### config.mk
export PLATFORM = sky130hd
export DESIGN_NAME = dac_update_ctrl
export DESIGN_NICKNAME = d
export VERILOG_FILES = /design/src/rtl/dac_pkg.sv /design/src/rtl/dac_ctrl_regs.sv /design/src/rtl/dac_code_path.sv /design/src/rtl/dac_interp.sv /design/src/rtl/dac_update_ctrl.sv
export SDC_FILE = /design/constraint.sdc
export NUM_CORES = 1
export LEC_CHECK = 0
export ABC_CLOCK_PERIOD_IN_PS = 5100
export BUFFER_PORTS_ARGS = -buffer_cell sky130_fd_sc_hd__buf_2
export CAP_MARGIN = 20
export CORE_ASPECT_RATIO = 1.5
export CORE_MARGIN = 2
export CORE_UTILIZATION = 30
export CTS_CLUSTER_DIAMETER = 50
export DETAILED_ROUTE_END_ITERATION = 8
export GPL_TIMING_DRIVEN = 1
export MAX_ROUTING_LAYER = met4
export SLEW_MARGIN = 20
export SYNTH_ARGS = -nofsm -noshare
export SYNTH_HDL_FRONTEND = slang
export SYNTH_SLANG_ARGS = --single-unit
### constraint.sdc
create_clock -name clk -period 5.1 [get_ports clk]
set_clock_uncertainty 0.1 [all_clocks]
set_input_delay 1.02 -clock clk [delete_from_list [all_inputs] [get_ports clk]]
set_output_delay 1.02 -clock clk [all_outputs]
set_load 0.01 [all_outputs]
### src/rtl/dac_pkg.sv
// Package: shared types and register offsets for the DAC update controller.
// Assumes a 16-bit control word with reserved bits held at zero.
package dac_pkg;

    typedef struct packed {
        logic [5:0] rsvd;
        logic       pd;
        logic       buf_lp;
        logic       opamp;
        logic       bypass;
        logic       upd_clk;
        logic       clr_n;
        logic       interp;
        logic       rate_fast;
        logic [1:0] range;
    } dac_ctrl_t;

    localparam logic [15:0] CTRL_RESET = 16'h0200;
    localparam logic [11:0] CTRL_OFS   = 12'h600;
    localparam logic [11:0] DATA_OFS   = 12'h604;

endpackage

### src/rtl/dac_ctrl_regs.sv
// Control register and write decode.
// Holds the control word and decodes bus writes for both registers.
// Derives the effective clear, so that a write with clear low acts in its own cycle.
// Assumes single-cycle bus accesses qualified by bus_sel.
module dac_ctrl_regs
    import dac_pkg::*;
#(
    parameter int ADDR_W = 12
) (
    input  logic              clk,
    input  logic              rst_n,
    input  logic              bus_sel,
    input  logic              bus_wr,
    input  logic [ADDR_W-1:0] bus_addr,
    input  logic [9:0]        ctrl_wdata,
    output dac_ctrl_t         ctrl,
    output logic              data_wr,
    output logic              clr_now
);

    logic ctrl_wr;

    // Decode writes to the two mapped offsets.
    always_comb begin
        ctrl_wr = bus_sel && bus_wr && (bus_addr == ADDR_W'(CTRL_OFS));
        data_wr = bus_sel && bus_wr && (bus_addr == ADDR_W'(DATA_OFS));
    end

    // Control word storage; reserved bits are never stored.
    always_ff @(posedge clk) begin
        if (!rst_n) begin
            ctrl <= dac_ctrl_t'(CTRL_RESET);
        end else if (ctrl_wr) begin
            ctrl <= dac_ctrl_t'({6'b0, ctrl_wdata});
        end
    end

    // The clear value being written takes effect immediately.
    always_comb begin
        clr_now = ctrl_wr ? !ctrl_wdata[4] : !ctrl.clr_n;
    end

endmodule

### src/rtl/dac_code_path.sv
// Holding and active code registers.
// Data writes load the holding register. The selected strobe (every clock,
// or a falling edge of the timer tick seen between two samples) copies it
// into the active register. Clear zeroes both and wins over everything.
// Assumes timer_tick is already synchronous to clk.
module dac_code_path #(
    parameter int CODE_W = 12,
    parameter int FRAC_W = 4
) (
    input  logic              clk,
    input  logic              rst_n,
    input  logic              data_wr,
    input  logic [CODE_W-1:0] wr_code,
    input  logic [FRAC_W-1:0] wr_frac,
    input  logic              clr_now,
    input  logic              upd_clk,
    input  logic              timer_tick,
    output logic [CODE_W-1:0] hold_code,
    output logic [FRAC_W-1:0] hold_frac,
    output logic [CODE_W-1:0] act_code,
    output logic [FRAC_W-1:0] act_frac,
    output logic              tick_fall
);

    logic tick_prev;
    logic strobe;

    // Previous tick sample for edge detection.
    always_ff @(posedge clk) begin
        if (!rst_n) tick_prev <= 1'b0;
        else        tick_prev <= timer_tick;
    end

    // Falling-edge detect and selection of the update strobe.
    always_comb begin
        tick_fall = tick_prev && !timer_tick;
        strobe    = upd_clk || tick_fall;
    end

    // Holding and active registers with clear precedence.
    always_ff @(posedge clk) begin
        if (!rst_n || clr_now) begin
            hold_code <= '0;
            hold_frac <= '0;
            act_code  <= '0;
            act_frac  <= '0;
        end else begin
            if (data_wr) begin
                hold_code <= wr_code;
                hold_frac <= wr_frac;
            end
            if (strobe) begin
                act_code <= hold_code;
                act_frac <= hold_frac;
            end
        end
    end

endmodule

### src/rtl/dac_interp.sv
// First-order error-feedback interpolator.
// On every divided-clock enable, the fraction is added to a residue. The carry
// lifts the output code by one step until the next enable, saturating at
// full scale. Divider and modulator are held at zero while run is low.
// Assumes DIV_SLOW >= DIV_FAST >= 2.
module dac_interp #(
    parameter int CODE_W   = 12,
    parameter int FRAC_W   = 4,
    parameter int DIV_FAST = 16,
    parameter int DIV_SLOW = 32
) (
    input  logic              clk,
    input  logic              rst_n,
    input  logic              run,
    input  logic              rate_fast,
    input  logic [CODE_W-1:0] act_code,
    input  logic [FRAC_W-1:0] act_frac,
    output logic [CODE_W-1:0] code_out
);

    localparam int CNT_W = $clog2(DIV_SLOW);
    localparam logic [CODE_W-1:0] CODE_MAX = '1;

    logic [CNT_W-1:0]  div_cnt;
    logic [CNT_W-1:0]  div_last;
    logic              mod_en;
    logic [FRAC_W-1:0] residue;
    logic [FRAC_W:0]   mod_sum;
    logic              carry;

    // Terminal count for the selected modulator rate.
    always_comb begin
        div_last = rate_fast ? CNT_W'(DIV_FAST - 1) : CNT_W'(DIV_SLOW - 1);
        mod_en   = run && (div_cnt >= div_last);
        mod_sum  = {1'b0, residue} + {1'b0, act_frac};
    end

    // Clock divider producing the modulator enable.
    always_ff @(posedge clk) begin
        if (!rst_n || !run)  div_cnt <= '0;
        else if (mod_en)     div_cnt <= '0;
        else                 div_cnt <= div_cnt + 1'b1;
    end

    // Residue accumulator and registered carry.
    always_ff @(posedge clk) begin
        if (!rst_n || !run) begin
            residue <= '0;
            carry   <= 1'b0;
        end else if (mod_en) begin
            residue <= mod_sum[FRAC_W-1:0];
            carry   <= mod_sum[FRAC_W];
        end
    end

    // Saturating one-step increment of the active code.
    always_comb begin
        if (carry && (act_code != CODE_MAX)) code_out = act_code + 1'b1;
        else                                 code_out = act_code;
    end

endmodule

### src/rtl/dac_update_ctrl.sv
// Top of the DAC update controller.
// Joins the control register, the code path and the interpolator, and
// multiplexes register reads. The interpolator runs only with interpolation
// set, power-down clear and no clear in progress.
// Assumes a single-master bus with combinational reads.
module dac_update_ctrl
    import dac_pkg::*;
#(
    parameter int ADDR_W   = 12,
    parameter int CODE_W   = 12,
    parameter int FRAC_W   = 4,
    parameter int DIV_FAST = 16,
    parameter int DIV_SLOW = 32
) (
    input  logic              clk,
    input  logic              rst_n,
    input  logic              bus_sel,
    input  logic              bus_wr,
    input  logic [ADDR_W-1:0] bus_addr,
    input  logic [31:0]       bus_wdata,
    output logic [31:0]       bus_rdata,
    input  logic              timer_tick,
    output logic [CODE_W-1:0] dac_code,
    output logic [1:0]        dac_range,
    output logic              dac_oe,
    output logic              buf_lowpwr,
    output logic              opamp_en,
    output logic              buf_bypass
);

    localparam int CODE_LSB = 16;
    localparam int FRAC_LSB = CODE_LSB - FRAC_W;

    dac_ctrl_t         ctrl;
    logic              data_wr;
    logic              clr_now;
    logic              upd_clk_sel;
    logic              tick_fall;
    logic              interp_run;
    logic [CODE_W-1:0] hold_code;
    logic [FRAC_W-1:0] hold_frac;
    logic [CODE_W-1:0] act_code;
    logic [FRAC_W-1:0] act_frac;

    dac_ctrl_regs #(.ADDR_W(ADDR_W)) u_regs (
        .clk        (clk),
        .rst_n      (rst_n),
        .bus_sel    (bus_sel),
        .bus_wr     (bus_wr),
        .bus_addr   (bus_addr),
        .ctrl_wdata (bus_wdata[9:0]),
        .ctrl       (ctrl),
        .data_wr    (data_wr),
        .clr_now    (clr_now)
    );

    dac_code_path #(.CODE_W(CODE_W), .FRAC_W(FRAC_W)) u_path (
        .clk        (clk),
        .rst_n      (rst_n),
        .data_wr    (data_wr),
        .wr_code    (bus_wdata[CODE_LSB +: CODE_W]),
        .wr_frac    (bus_wdata[FRAC_LSB +: FRAC_W]),
        .clr_now    (clr_now),
        .upd_clk    (upd_clk_sel),
        .timer_tick (timer_tick),
        .hold_code  (hold_code),
        .hold_frac  (hold_frac),
        .act_code   (act_code),
        .act_frac   (act_frac),
        .tick_fall  (tick_fall)
    );

    dac_interp #(
        .CODE_W   (CODE_W),
        .FRAC_W   (FRAC_W),
        .DIV_FAST (DIV_FAST),
        .DIV_SLOW (DIV_SLOW)
    ) u_interp (
        .clk       (clk),
        .rst_n     (rst_n),
        .run       (interp_run),
        .rate_fast (ctrl.rate_fast),
        .act_code  (act_code),
        .act_frac  (act_frac),
        .code_out  (dac_code)
    );

    // Mode qualifiers and direct control outputs.
    always_comb begin
        upd_clk_sel = ctrl.upd_clk;
        interp_run  = ctrl.interp && !ctrl.pd && !clr_now;
        dac_range   = ctrl.range;
        dac_oe      = !ctrl.pd;
        buf_lowpwr  = ctrl.buf_lp;
        opamp_en    = ctrl.opamp;
        buf_bypass  = ctrl.bypass;
    end

    // Read multiplexer; unmapped offsets and reserved bits return zero.
    always_comb begin
        bus_rdata = '0;
        if (bus_addr == ADDR_W'(CTRL_OFS)) begin
            bus_rdata[15:0] = ctrl;
        end else if (bus_addr == ADDR_W'(DATA_OFS)) begin
            bus_rdata[CODE_LSB +: CODE_W] = hold_code;
            bus_rdata[FRAC_LSB +: FRAC_W] = hold_frac;
        end
    end

endmodule

==> flow_metrics.env <==
export IMPL_status="finished, final reports clean"
export IMPL_grt_max_degree=51
export IMPL_layout_nets=429
export IMPL_final_cell_mix="86 x buf_2, 53 x dfxtp_1, 35 x mux2_2"
export IMPL_combPwrFrac=0.038
export IMPL_drv_cap=0
export IMPL_whs_endpoint="u_interp.div_cnt[0]"
export IMPL_placed_area_um2=3320
export IMPL_ios=99
export IMPL_finalInstanceArea_um2=3490
export IMPL_core_area_um2=9250
export IMPL_finalWirelength_um=6490
export IMPL_cts_sinks=53
export IMPL_period_minus_slack_ps=3470
export IMPL_drtPass1Iterations=4
export IMPL_path_class="input port to output port"
export IMPL_cts_tree="built"
export IMPL_htreeDepth=2
export IMPL_wire_per_inst_um=13.4
export IMPL_cts_buffer_depth=2
export IMPL_setup_viol=0
export IMPL_reg2reg_from="u_interp.div_cnt[4]"
export IMPL_grt_pass1_wl_um=10600
export IMPL_vias=2326
export IMPL_portBuffers=86
export IMPL_drv_slew=0
export IMPL_ys_seq_elements=53
export IMPL_crit_slowest_cell="nor2_1"
export IMPL_worstPathMaxFanout=9
export IMPL_crit_chain="buf_2, nor3_1, nand3_1, nor2_1, and2_1, buf_2"
export IMPL_whs_path_depth=1
export IMPL_yosysUniqueCellTypes=38
export IMPL_layout_commonest_cell="buf_2"
export IMPL_slew_headroom=0.460
export IMPL_std_cell_rows=43
export IMPL_layout_drive_gt1_share=0.359
export IMPL_grt_use_total=0.131
export IMPL_place_congestion=0.750
export IMPL_dp_slack_ps=1590
export IMPL_grt_pass1_vias=2244
export IMPL_min_from="u_interp.div_cnt[0]"
export IMPL_antenna_found_initial=0
export IMPL_max_freq_mhz=288
export IMPL_rsz0062_at_grt="no"
export IMPL_crit_buf_inv=2
export IMPL_power_switching_uw=162
export IMPL_cpMostUsedCell="buf_2"
export IMPL_synthCells=294
export IMPL_p_seq_frac=0.494
export IMPL_avgSynthCellArea_um2=9.73
export IMPL_drt_initial_drc_count=79
export IMPL_clk_latency_ps=290
export IMPL_worst_slack_ps=1630
export IMPL_path_clk_slew_ps=60
export IMPL_setup_tns_ps=0
export IMPL_crit_cells=6
export IMPL_hpwl_um=4790
export IMPL_cts_resized=0
export IMPL_overflow=0
export IMPL_ff2ff_setup_slack_ps=3250
export IMPL_pwr_density_cell_nw_per_um2=240
export IMPL_vias_per_cell=4.80
export IMPL_path_delay_family="simple AND/OR/NAND/NOR gates"
export IMPL_cp_data_arrival_time_ps=2350
export IMPL_hp_class="register to register"
export IMPL_root_buffer="clkbuf_16"
export IMPL_syn_to_final_growth_pct=22.0
export IMPL_sw_frac_of_total=0.194
export IMPL_crit_path_end_kind="output port"
export IMPL_p_clk_frac=0.468
export IMPL_die_y_um=124
export IMPL_critPathLaunchType="input port"
export IMPL_postCtsSetupBuffers=0
export IMPL_yosysSeqAreaShare=0.371
export IMPL_cts_buffers=5
export IMPL_start_util=0.309
export IMPL_diodes=0
export IMPL_die_w_um=83.7
export IMPL_vdd_drop_max_mv=0.205
export IMPL_fp_dieArea_um2=10400
export IMPL_tightest_slew_ps=811
export IMPL_power_leakage_uw=0.00179
export IMPL_p_int_uw=676
export IMPL_hold_buffers=0
export IMPL_crit_path_max_incr_delay_ps=400
export IMPL_ant_nets=0
export IMPL_r2r_end="u_interp.residue[3]"
export IMPL_cp_data_required_time_ps=3980
export IMPL_fin_crit_sh=0.680
export IMPL_yosys_warnings=0
export IMPL_syn_area_um2=2860
export IMPL_drc=0
export IMPL_r2r_cells=5
export IMPL_hold_violations=0
export IMPL_nFillCells=975
## worst register-to-register path: stages (launching register included)
cell and delay [ps]:
dfxtp_1 320, ha_1 270, nand3_1 70, o21bai_1 470, and2_1 320, a311oi_1 130
## synthesized netlist by cell type (all sizes together)
cell | n | area share
nand3 | 9 | 0.016
a311oi | 5 | 0.015
buf | 15 | 0.043
fa | 1 | 0.0070
nor4b | 4 | 0.012
a21o | 2 | 0.0052
and4bb | 1 | 0.0044
xor2 | 4 | 0.012
xnor2 | 8 | 0.024
and3b | 1 | 0.0031
and4 | 2 | 0.0061
mux2i | 11 | 0.038
clkbuf | 7 | 0.0092
nand3b | 1 | 0.0026
o41a | 1 | 0.0039
nor2 | 9 | 0.012
nor2b | 9 | 0.020
nor4bb | 1 | 0.0035
and3 | 33 | 0.072
and2 | 28 | 0.061
a31oi | 1 | 0.0022
nand2 | 12 | 0.016
o41ai | 1 | 0.0031
o31ai | 1 | 0.0026
nor4 | 1 | 0.0074
o21bai | 1 | 0.0026
inv | 11 | 0.014
nand4 | 7 | 0.017
conb | 1 | 0.0013
mux2 | 36 | 0.14
nor3 | 5 | 0.0087
a21oi | 5 | 0.0087
dfxtp | 53 | 0.37
ha | 7 | 0.031
## final cells by class
| class | instances | area, um^2 | area share |
|---|---|---|---|
| multi-input cells | 213 | 1630 | 0.467 |
| flip-flops and latches | 53 | 1060 | 0.304 |
| repair buffers | 88 | 445 | 0.128 |
| clock buffers | 7 | 143 | 0.0409 |
| well taps | 112 | 140 | 0.0402 |
| inverters | 11 | 41.3 | 0.0118 |
| clock inverters | 1 | 30.0 | 0.00861 |
## registers in the layout, indices dropped and copies added, names as in the netlist
signal	flops
u_path.act_code	12
u_path.hold_code	12
u_regs.ctrl	10
u_interp.div_cnt	5
u_interp.residue	4
u_path.act_frac	4
u_path.hold_frac	4
u_interp.carry	1
u_path.tick_prev	1
## per-stage QoR
stage          utilization  std cells  power (uW)  hold slack (ps)
2_1_floorplan            -        299         440              353
3_3_place_gp         0.358        477         455              380
3_5_place_dp         0.358        477         456              382
4_1_cts              0.377        485         853              396
5_1_grt              0.377        485         866              429
6_report             0.377        485         838              394
## power groups by stage
stage | logic (uW) | registers [uW] | clock network (uW)
finish | 31.8 | 414 | 392
global route | 35.3 | 414 | 417
CTS | 32.3 | 414 | 407
detailed placement | 32.2 | 424 | 0
global placement | 31.5 | 424 | 0
floorplan | 15.9 | 424 | 0
## kinds of logic (layout without fill, tap and decap cells)
group           after synthesis  in the layout  share of synthesized area
compound gates               17             17                     0.0437
mux                          47             47                      0.181
other cells                   1              6                    0.00131
simple gates                123            123                      0.262
fa+ha+maj                     8              8                     0.0376
buf+inv                      33            107                     0.0665
xor+xnor                     12             12                     0.0367
flops                        53             53                      0.371
## how the worst max path moves through the flow
stage | from | end | slack [ps]
detailed placement | bus_addr[1] | bus_rdata[4] | 1590
global route | bus_addr[1] | bus_rdata[4] | 1420
finish | bus_addr[1] | bus_rdata[4] | 1630
CTS | bus_addr[1] | bus_rdata[4] | 1570
global placement | bus_addr[5] | bus_rdata[4] | 1610
floorplan | bus_addr[1] | bus_rdata[12] | 1900
## routing by layer
| metal | part of all wire | GRT usage |
|---|---|---|
| met1 | 0.43 | 0.145 |
| met5 | 0 | - |
| met4 | 0.015 | 0.0484 |
| met3 | 0.055 | 0.0278 |
| met2 | 0.50 | 0.232 |
No activity file was read; power rests on OpenSTA's default activity.
